File: config.mk
export PLATFORM = sky130hd
export DESIGN_NAME = ptr_regfile
export DESIGN_NICKNAME = d
export VERILOG_FILES = /design/src/rtl/ptrf_pkg.sv /design/src/rtl/ptrf_rst_sync.sv /design/src/rtl/ptrf_decode.sv /design/src/rtl/ptrf_bank.sv /design/src/rtl/ptrf_ctl.sv /design/src/rtl/ptr_regfile.sv
export SDC_FILE = /design/constraint.sdc
export NUM_CORES = 1
export LEC_CHECK = 0
export CORE_ASPECT_RATIO = 1.2
export CORE_MARGIN = 2
export CORE_UTILIZATION = 60
export CTS_CLUSTER_DIAMETER = 120
export CTS_CLUSTER_SIZE = 30
export DETAILED_ROUTE_END_ITERATION = 6
export PLACE_DENSITY = 0.8
export SYNTH_ARGS = -nofsm -noshare
export SYNTH_HDL_FRONTEND = slang
export SYNTH_SLANG_ARGS = --single-unit
export TNS_END_PERCENT = 20
File: constraint.sdc
create_clock -name clk -period 22.6 [get_ports clk]
set_input_delay 6.78 -clock clk [delete_from_list [all_inputs] [get_ports clk]]
set_output_delay 6.78 -clock clk [all_outputs]
set_load 0.01 [all_outputs]
File: src/rtl/ptrf_pkg.sv
package ptrf_pkg;

  localparam int OPC_W = 4;

  typedef enum logic [OPC_W-1:0] {
    OPC_NOP  = 4'd0,
    OPC_INC  = 4'd1,
    OPC_DEC  = 4'd2,
    OPC_GLO  = 4'd3,
    OPC_GHI  = 4'd4,
    OPC_PLO  = 4'd5,
    OPC_PHI  = 4'd6,
    OPC_SETP = 4'd7,
    OPC_SETX = 4'd8,
    OPC_SAVE = 4'd9,
    OPC_RETE = 4'd10,
    OPC_RETD = 4'd11,
    OPC_PUSH = 4'd12,
    OPC_POP  = 4'd13
  } opc_e;

  // How the selected register is rewritten.
  typedef enum logic [1:0] {
    UPD_ADD1 = 2'd0,
    UPD_SUB1 = 2'd1,
    UPD_LOB  = 2'd2,
    UPD_HIB  = 2'd3
  } upd_e;

  // Which register index drives the shared access port.
  typedef enum logic [1:0] {
    SRC_NIB  = 2'd0,
    SRC_XPTR = 2'd1,
    SRC_STK  = 2'd2
  } src_e;

  typedef struct packed {
    logic reg_we;
    upd_e upd;
    src_e src;
    logic mem_we;
    logic wr_link;
    logic mem_re;
    logic p_load;
    logic x_load;
    logic save;
    logic restore;
    logic ie_val;
    logic get_lo;
    logic get_hi;
  } ctrl_t;

endpackage

File: src/rtl/ptrf_rst_sync.sv
module ptrf_rst_sync #(
  parameter int STAGES = 2
) (
  input  logic clk,
  input  logic rst_n,
  output logic rst_n_sync
);

  logic [STAGES-1:0] chain_q;
  logic [STAGES-1:0] chain_d;

  always_comb begin
    chain_d = {chain_q[STAGES-2:0], 1'b1};
  end

  always_ff @(posedge clk or negedge rst_n) begin
    if (!rst_n) begin
      chain_q <= '0;
    end else begin
      chain_q <= chain_d;
    end
  end

  assign rst_n_sync = chain_q[STAGES-1];

endmodule

File: src/rtl/ptrf_decode.sv
module ptrf_decode
  import ptrf_pkg::*;
(
  input  logic [OPC_W-1:0] op_code,
  output ctrl_t            ctrl
);

  always_comb begin
    ctrl     = '0;
    ctrl.upd = UPD_ADD1;
    ctrl.src = SRC_NIB;
    case (op_code)
      OPC_INC: begin
        ctrl.reg_we = 1'b1;
        ctrl.upd    = UPD_ADD1;
      end
      OPC_DEC: begin
        ctrl.reg_we = 1'b1;
        ctrl.upd    = UPD_SUB1;
      end
      OPC_GLO:  ctrl.get_lo = 1'b1;
      OPC_GHI:  ctrl.get_hi = 1'b1;
      OPC_PLO: begin
        ctrl.reg_we = 1'b1;
        ctrl.upd    = UPD_LOB;
      end
      OPC_PHI: begin
        ctrl.reg_we = 1'b1;
        ctrl.upd    = UPD_HIB;
      end
      OPC_SETP: ctrl.p_load = 1'b1;
      OPC_SETX: ctrl.x_load = 1'b1;
      OPC_SAVE: begin
        ctrl.src     = SRC_STK;
        ctrl.reg_we  = 1'b1;
        ctrl.upd     = UPD_SUB1;
        ctrl.mem_we  = 1'b1;
        ctrl.wr_link = 1'b1;
        ctrl.save    = 1'b1;
      end
      OPC_RETE, OPC_RETD: begin
        ctrl.src     = SRC_XPTR;
        ctrl.reg_we  = 1'b1;
        ctrl.upd     = UPD_ADD1;
        ctrl.mem_re  = 1'b1;
        ctrl.restore = 1'b1;
        ctrl.ie_val  = (op_code == OPC_RETE);
      end
      OPC_PUSH: begin
        ctrl.src    = SRC_XPTR;
        ctrl.reg_we = 1'b1;
        ctrl.upd    = UPD_SUB1;
        ctrl.mem_we = 1'b1;
      end
      OPC_POP: begin
        ctrl.src    = SRC_XPTR;
        ctrl.reg_we = 1'b1;
        ctrl.upd    = UPD_ADD1;
        ctrl.mem_re = 1'b1;
      end
      default: ctrl = ctrl;
    endcase
  end

endmodule

File: src/rtl/ptrf_bank.sv
module ptrf_bank #(
  parameter int IDX_W = 4,
  parameter int REG_W = 16
) (
  input  logic             clk,
  input  logic             rst_n,
  input  logic [IDX_W-1:0] acc_idx,
  input  logic             wr_en,
  input  logic [REG_W-1:0] wr_data,
  output logic [REG_W-1:0] rd_data
);

  localparam int NREG = 1 << IDX_W;

  logic [REG_W-1:0] regs [NREG];

  for (genvar gi = 0; gi < NREG; gi++) begin : g_reg
    logic             we;
    logic [REG_W-1:0] q;

    assign we = wr_en && (acc_idx == IDX_W'(gi));

    if (gi == 0) begin : g_rst
      // Register 0 is the start-up program counter and needs a known value.
      always_ff @(posedge clk or negedge rst_n) begin
        if (!rst_n) begin
          q <= '0;
        end else if (we) begin
          q <= wr_data;
        end
      end
    end else begin : g_nrst
      always_ff @(posedge clk) begin
        if (we) begin
          q <= wr_data;
        end
      end
    end

    assign regs[gi] = q;
  end

  assign rd_data = regs[acc_idx];

endmodule

File: src/rtl/ptrf_ctl.sv
module ptrf_ctl
  import ptrf_pkg::*;
#(
  parameter int IDX_W  = 4,
  parameter int BYTE_W = 8,
  parameter int REG_W  = 16
) (
  input  logic              clk,
  input  logic              rst_n,
  input  logic              accept,
  input  ctrl_t             ctrl,
  input  logic [IDX_W-1:0]  op_n,
  input  logic [REG_W-1:0]  rd_data,
  input  logic [BYTE_W-1:0] mem_rdata,
  output logic [IDX_W-1:0]  p_q,
  output logic [IDX_W-1:0]  x_q,
  output logic [BYTE_W-1:0] t_q,
  output logic              ie_q,
  output logic              busy,
  output logic [BYTE_W-1:0] dout_q,
  output logic              dval_q
);

  typedef enum logic {ST_IDLE = 1'b0, ST_WAIT = 1'b1} st_e;
  typedef enum logic {PEND_LINK = 1'b0, PEND_DATA = 1'b1} pend_e;

  st_e               st_q, st_d;
  pend_e             pend_q, pend_d;
  logic [IDX_W-1:0]  p_d, x_d;
  logic [BYTE_W-1:0] t_d, dout_d;
  logic              ie_d, dval_d;
  logic              upd_en;

  // A state change happens only on a taken operation or in the wait cycle.
  assign upd_en = accept || (st_q == ST_WAIT);
  assign busy   = (st_q == ST_WAIT);

  always_comb begin
    st_d   = st_q;
    pend_d = pend_q;
    p_d    = p_q;
    x_d    = x_q;
    t_d    = t_q;
    ie_d   = ie_q;
    dout_d = dout_q;
    dval_d = 1'b0;
    if (st_q == ST_WAIT) begin
      st_d = ST_IDLE;
      if (pend_q == PEND_LINK) begin
        x_d = mem_rdata[BYTE_W-1 -: IDX_W];
        p_d = mem_rdata[IDX_W-1:0];
      end else begin
        dout_d = mem_rdata;
        dval_d = 1'b1;
      end
    end else if (accept) begin
      if (ctrl.p_load) p_d = op_n;
      if (ctrl.x_load) x_d = op_n;
      if (ctrl.save) begin
        t_d = BYTE_W'({x_q, p_q});
        x_d = p_q;
      end
      if (ctrl.restore) ie_d = ctrl.ie_val;
      if (ctrl.mem_re) begin
        st_d   = ST_WAIT;
        pend_d = ctrl.restore ? PEND_LINK : PEND_DATA;
      end
      if (ctrl.get_lo) begin
        dout_d = rd_data[BYTE_W-1:0];
        dval_d = 1'b1;
      end
      if (ctrl.get_hi) begin
        dout_d = rd_data[REG_W-1 -: BYTE_W];
        dval_d = 1'b1;
      end
    end
  end

  always_ff @(posedge clk or negedge rst_n) begin
    if (!rst_n) begin
      st_q   <= ST_IDLE;
      pend_q <= PEND_LINK;
      p_q    <= '0;
      x_q    <= '0;
      t_q    <= '0;
      ie_q   <= 1'b1;
      dout_q <= '0;
      dval_q <= 1'b0;
    end else begin
      dval_q <= dval_d;
      if (upd_en) begin
        st_q   <= st_d;
        pend_q <= pend_d;
        p_q    <= p_d;
        x_q    <= x_d;
        t_q    <= t_d;
        ie_q   <= ie_d;
        dout_q <= dout_d;
      end
    end
  end

endmodule

File: src/rtl/ptr_regfile.sv
module ptr_regfile
  import ptrf_pkg::*;
#(
  parameter int IDX_W     = 4,
  parameter int BYTE_W    = 8,
  parameter int STACK_IDX = 2
) (
  input  logic                clk,
  input  logic                rst_n,
  input  logic                op_valid,
  output logic                op_ready,
  input  logic [OPC_W-1:0]    op_code,
  input  logic [IDX_W-1:0]    op_n,
  input  logic [BYTE_W-1:0]   d_in,
  output logic [BYTE_W-1:0]   d_out,
  output logic                d_valid,
  output logic [2*BYTE_W-1:0] mem_addr,
  output logic                mem_we,
  output logic [BYTE_W-1:0]   mem_wdata,
  output logic                mem_re,
  input  logic [BYTE_W-1:0]   mem_rdata,
  output logic [IDX_W-1:0]    p_sel,
  output logic [IDX_W-1:0]    x_sel,
  output logic [BYTE_W-1:0]   t_reg,
  output logic                ie
);

  localparam int REG_W = 2 * BYTE_W;

  logic             rst_n_s;
  ctrl_t            ctrl;
  logic             accept;
  logic             busy;
  logic [IDX_W-1:0] acc_idx;
  logic [REG_W-1:0] rd_data;
  logic [REG_W-1:0] wr_data;

  ptrf_rst_sync #(.STAGES(2)) u_rst (
    .clk        (clk),
    .rst_n      (rst_n),
    .rst_n_sync (rst_n_s)
  );

  ptrf_decode u_dec (
    .op_code (op_code),
    .ctrl    (ctrl)
  );

  assign op_ready = !busy;
  assign accept   = op_valid && op_ready;

  // One shared access port: operand nibble, data pointer or the stack register.
  always_comb begin
    case (ctrl.src)
      SRC_XPTR: acc_idx = x_sel;
      SRC_STK:  acc_idx = IDX_W'(STACK_IDX);
      default:  acc_idx = op_n;
    endcase
  end

  always_comb begin
    case (ctrl.upd)
      UPD_SUB1: wr_data = rd_data - REG_W'(1);
      UPD_LOB:  wr_data = {rd_data[REG_W-1 -: BYTE_W], d_in};
      UPD_HIB:  wr_data = {d_in, rd_data[BYTE_W-1:0]};
      default:  wr_data = rd_data + REG_W'(1);
    endcase
  end

  ptrf_bank #(.IDX_W(IDX_W), .REG_W(REG_W)) u_bank (
    .clk     (clk),
    .rst_n   (rst_n_s),
    .acc_idx (acc_idx),
    .wr_en   (accept && ctrl.reg_we),
    .wr_data (wr_data),
    .rd_data (rd_data)
  );

  ptrf_ctl #(.IDX_W(IDX_W), .BYTE_W(BYTE_W), .REG_W(REG_W)) u_ctl (
    .clk       (clk),
    .rst_n     (rst_n_s),
    .accept    (accept),
    .ctrl      (ctrl),
    .op_n      (op_n),
    .rd_data   (rd_data),
    .mem_rdata (mem_rdata),
    .p_q       (p_sel),
    .x_q       (x_sel),
    .t_q       (t_reg),
    .ie_q      (ie),
    .busy      (busy),
    .dout_q    (d_out),
    .dval_q    (d_valid)
  );

  assign mem_addr  = rd_data;
  assign mem_we    = accept && ctrl.mem_we;
  assign mem_re    = accept && ctrl.mem_re;
  assign mem_wdata = ctrl.wr_link ? BYTE_W'({x_sel, p_sel}) : d_in;

endmodule

* After elaboration in Yosys (flattened, before gate mapping)
Cells that the tools add are included.
** Word-level totals
- Flip-flop bits (word level) :: 286
- Bits in latches :: 0
- Memory bits (writable) :: 0
- ROM bits :: 0
- Bits of input ports :: 27
- Output and inout port bits :: 53
- Word-level logic and storage cells :: 143
- Memories :: 0
** Operators by class
- Add/subtract/negate cells :: 2
- Multiply operators :: 0
- Divide/modulo/power cells :: 0
- $lt $le $gt $ge :: 1
- Eq/ne operators :: 35
- Shifts and indexed selects :: 0
- Multiplexer cells :: 39
- Bitwise logic cells :: 2
- Reduce and logical (&&, ||, !) cells :: 39
** Operator list (number)
- $bmux W16 S4 :: 1
- $eq A4 B4 Y1 const B :: 14
- $mux W8 :: 6
- $pmux W16 S3 :: 1
- $mux W4 :: 9
- $eq A4 B3 Y1 const B :: 8
- $mux W16 :: 2
- $reduce_and A4 Y1 :: 6
- $logic_and A1 B1 Y1 :: 20
- $add A16 B1 Y16 const B :: 1
- $eq A4 B2 Y1 const B :: 4
- $mux W1 :: 16
- $sub A16 B1 Y16 const B :: 1
- $pmux W3 S4 :: 1
- $eq A4 B1 Y1 const B :: 2
- $pmux W4 S2 :: 1
- $reduce_or A4 Y1 :: 2
- $eq A2 B2 Y1 const B :: 3
- $reduce_bool A3 Y1 :: 2
- $reduce_or A3 Y1 :: 2
- $ge A5 B5 Y1 const B :: 1
- $not A4 Y5 :: 1
- $eq A2 B1 Y1 const B :: 2
- $logic_not A4 Y1 :: 1
- 8 further kinds :: 11

* Depth between registers and ports, before layout
- Depth in word-level cells :: 13
- Depth in mapped cells :: 28
- Depth with buffers taken out :: 23

* By module
From an unflattened synthesis, not the netlist that was laid out.
** Unflattened totals
- Cell total of the unflattened synthesis :: 827
- Area, all modules :: 13038.8 um^2
** Modules (own cells, without submodules)
- ptrf_bank :: times used 1, cells an instance 436, area each 9829.4 um^2, seq. area each 7607.3 um^2
- ptr_regfile :: times used 1, cells an instance 235, area each 1561.5 um^2, seq. area each 0.0 um^2
- ptrf_ctl :: times used 1, cells an instance 124, area each 1406.3 um^2, seq. area each 701.9 um^2
- ptrf_decode :: times used 1, cells an instance 29, area each 187.7 um^2, seq. area each 0.0 um^2
- ptrf_rst_sync :: times used 1, cells an instance 3, area each 53.8 um^2, seq. area each 50.0 um^2

* Least setup slack after synthesis
OpenSTA, ideal clock, no wires.
- Path type :: input to output
- Start point :: in op_code[0]
- End point :: out mem_addr[5]
- Arrival :: 9739 ps
- Data required time :: 15820 ps
- Slack :: 6081 ps
- Stages :: 16
- Buffers on the path :: 7
- Path through :: clkbuf_1 > nor2b_1 > nand3b_1 > clkbuf_1 > ha_1 > buf_6 > nand2_1 > o21a_1 > clkbuf_1 > clkbuf_1 > buf_2 > buf_1 > nand3_1 > a311oi_1 > a21o_1 > inv_1
** On the way
- Cells in the longest elaborated chain, start to end :: 9
- Elaborated cells between the ends (all ways) :: 14
- Classes of those cells :: eq/ne (7); mux (5); bitwise (1); reduce/logical (1)
** RTL lines
- from (decl) :: line ptr_regfile.sv:12 : input logic [OPC_W-1:0] op_code,
- $eq A4 B4 Y1 :: line ptrf_decode.sv:12 : case (op_code)
- $reduce_or A4 Y1 (no source line)
- $pmux W2 S2 (*) :: line ptrf_decode.sv:12
- $eq A2 B2 Y1 / $eq A2 B1 Y1 (equally long branches) :: line ptr_regfile.sv:54 : case (ctrl.src)
- $pmux W4 S2 (*) :: line ptr_regfile.sv:54
- $not A4 Y5 (implied by the code) (*) :: line ptrf_bank.sv:43 : assign rd_data = regs[acc_idx];
- $bmux W16 S4 (*) :: line ptrf_bank.sv:43
- $mux W16 (implied by the code) (*) (2 in a row) :: line ptrf_bank.sv:43
- to (decl) :: line ptr_regfile.sv:17 : output logic [2*BYTE_W-1:0] mem_addr,
Mark *: on every way between the ends. The rest lies on a longest branch, timed or not. The select of a mux whose other input is x is not followed.

* Final worst setup path
- Start point :: in op_code[0]
- End point :: out mem_addr[2]
The elaborated chain is that of the path after synthesis.

==> flow_metrics.tcl <==
set metrics [dict create \
    min_path_cells 0 \
    post-route-period-util 0.832 \
    synth_area_leaders "edfxtp_1 (56%), nand2_1 (9.0%), dfrtp_1 (8.7%)" \
    syn-cell-area_um2 13000 \
    synthCells 1117 \
    max_freq_ghz 0.0532 \
    total_power_mw 1.34 \
    fin_nets 1214 \
    n_antenna_cell 0 \
    grt_pass1_wl_um 51800 \
    cts_sinks 286 \
    fillers 1488 \
    ir_worst_vdd_mv 0.0657 \
    synth-edff-count 240 \
    drive_gt1_frac 0.0884 \
    drv_cap 0 \
    reg2regPathDepth 20 \
    rr_startpoint "u_ctl.x_q[1]" \
    initial_core_util 0.616 \
    min_to "u_rst.chain_q[1]" \
    gp_routability_congestion 0.973 \
    end_kind "output port" \
    ys_ff_latch 286 \
    fp.dieW_um 138 \
    hp-class "reg2reg" \
    synth_flop_cell "edfxtp_1" \
    ctsHoldBuffers 0 \
    hp-start "u_rst.chain_q[0]" \
    power_density_nw_per_um2 92.4 \
    ctsRootBufferMaster "clkbuf_16" \
    crit_fanout 63 \
    clk_pin_slew_ps 110 \
    first_iter_violations 1178 \
    grt_max_degree 85 \
    grt_overflow 0 \
    cts_tree "yes" \
    crit_path_start "op_code[0]" \
    core.rowCount 58 \
    ys_warn_count 0 \
    synth_area_per_cell_um2 11.6 \
    relSlewSlack 0.0904 \
    port_buffers 79 \
    place_area_um2 14100 \
    worstSkewPairLatency_ps 510 \
    num_vias 9450 \
    io_pins 80 \
    setup_violations 0 \
    synthTopCellsByCount "nand2_1 (311), edfxtp_1 (240), nand3_1 (67)" \
    multi_input_area_um2 4300 \
    r2r_slack_ps 16450 \
    drc 0 \
    fin_skew_ps 27.9 \
    p_leak_nw 5.38 \
    numCtsBuffers 13 \
    syn_to_final_growth_pct 11.6 \
    h-tree-depth 1 \
    wl_um 34000 \
    wl_per_cell_um 23.5 \
    final_cell_area_um2 14500 \
    status "finished, final reports clean" \
    post_cts_resized 0 \
    post-cts-setup-buffer-count 0 \
    worstSetupPathType "in2out" \
    yosysUniqueCellTypes 60 \
    seq_area_um2 8360 \
    drtPass1Iterations 5 \
    report.final.hold_viol_count 0 \
    slew_viol_final 0 \
    dp_hpwl_um 20600 \
    synth_top_area_frac 0.556 \
    grt_usage 0.297 \
    antenna_found_initial 0 \
    layout_min_cycle_time_ps 18810 \
    die_area_um2 22800 \
    critPathRequiredTime_ps 15820 \
    synth_nets 1161 \
    drtAntennaViolNets 0 \
    synthMostInstantiatedCell "nand2_1" \
    worst-slew-pin-transition_ps 1360 \
    die_h_um 165 \
    grt_pass1_vias 8951 \
    r2r-end "u_bank.g_reg[0].q[13]" \
    core_area_um2 21000 \
    synth.largest_area_cell "edfxtp_1" \
    cp.arrival_ps 12030 \
    ys_seq_area_frac 0.645 \
    synthArstFlopShare 0.161 \
    finalSetupTns_ps 0 \
    cts_buffer_depth 3 \
    rsz0062_at_grt "no" \
    vias_per_cell 6.53 \
    critPathLaunchType "primary input" \
]
-- cell usage in the layout, fill, tap and decap left out, types with 5 or more instances in the layout --
master,count
o21ai_0,15
ha_1,16
o31ai_1,9
o21a_1,5
a311oi_1,43
a21oi_1,19
xnor2_1,8
edfxtp_1,240
nand3_1,67
clkdlybuf4s50_1,79
nor2_1,26
xor2_1,5
dfrtp_1,44
clkbuf_1,7
a21o_1,24
a31oi_1,20
nand2_1,310
clkbuf_16,13
nor2_2,15
nor3_1,7
inv_1,22
mux2i_1,6
and3_1,35
buf_4,26
o221ai_1,8
mux2_2,30
a211oi_1,18
nand2b_1,7
-- critical path: stages --
cell and delay, ps:
clkdlybuf4s50_1 670, nor2b_1 210, nand3b_1 410, ha_1 750, nand2_1 200, o21ai_4 90, buf_4 460, buf_4 630
nand2_1 110, and3_1 180, a311oi_1 300, a31oi_1 100, a21o_1 310, inv_1 110, clkdlybuf4s50_1 570
-- how the worst max path moves through the flow --
| stage | end | slack (ps) | cells past startpoint |
|---|---|---|---|
| 4_1_cts | mem_addr[2] | 3920 | 15 |
| 3_5_place_dp | mem_addr[2] | 3960 | 15 |
| 3_3_place_gp | mem_addr[11] | 4130 | 15 |
| 6_report | mem_addr[2] | 3790 | 15 |
| 5_1_grt | mem_addr[2] | 3510 | 15 |
| 2_1_floorplan | mem_addr[5] | 6080 | 16 |
-- metrics by stage --
step / std cells / hold WS (ps) / util / setup WS, ps
after global placement: 1425 / 334 / 0.668 / 4130
after floorplan: 1117 / 331 / - / 6080
after CTS: 1447 / 371 / 0.686 / 3920
after global routing: 1447 / 384 / 0.687 / 3510
after detailed placement: 1425 / 347 / 0.668 / 3960
final: 1447 / 365 / 0.687 / 3790
-- metal layers --
metal,wire [um],part of all wire,GRT usage
met5,0,0,0
met3,3700,0.11,0.0548
met2,16200,0.48,0.491
met1,12200,0.36,0.377
met4,1890,0.056,0.159
-- power breakdown --
part	internal, mW	total [mW]	switching, mW
Clock	0.112	0.268	0.156
Sequential	0.675	0.697	0.0227
Combinational	0.141	0.369	0.228
Total	0.928	1.34	0.407
-- flip-flops by register name, indices dropped and copies added, names as in the netlist, 2 cells and up --
name	count
u_rst.chain_q	2
u_ctl.t_q	8
u_bank.g.q	256
u_ctl.dout_q	8
u_ctl.x_q	4
u_ctl.p_q	4
-- cell type report --
type                            instances  share of cell area
Multi-Input combinational cell        740               0.298
Sequential cell                       286               0.579
Clock buffer                           20              0.0243
Inverter                               24             0.00623
Clock inverter                          2             0.00173
Tap cell                              270              0.0234
Timing Repair Buffer                  105              0.0682
-- logic make-up (layout without fill, tap and decap cells) --
kind of cell | count (synthesis) | in the layout | synth area share
buf+inv | 91 | 151 | 0.0290
xor+xnor | 13 | 13 | 0.00879
flops | 286 | 286 | 0.645
mux | 36 | 36 | 0.0307
simple gates | 487 | 487 | 0.162
fa+ha+maj | 17 | 17 | 0.0170
compound gates | 186 | 186 | 0.107
other cells | 1 | 1 | 0.000289
Note: power is estimated with default switching activity, not from simulation.
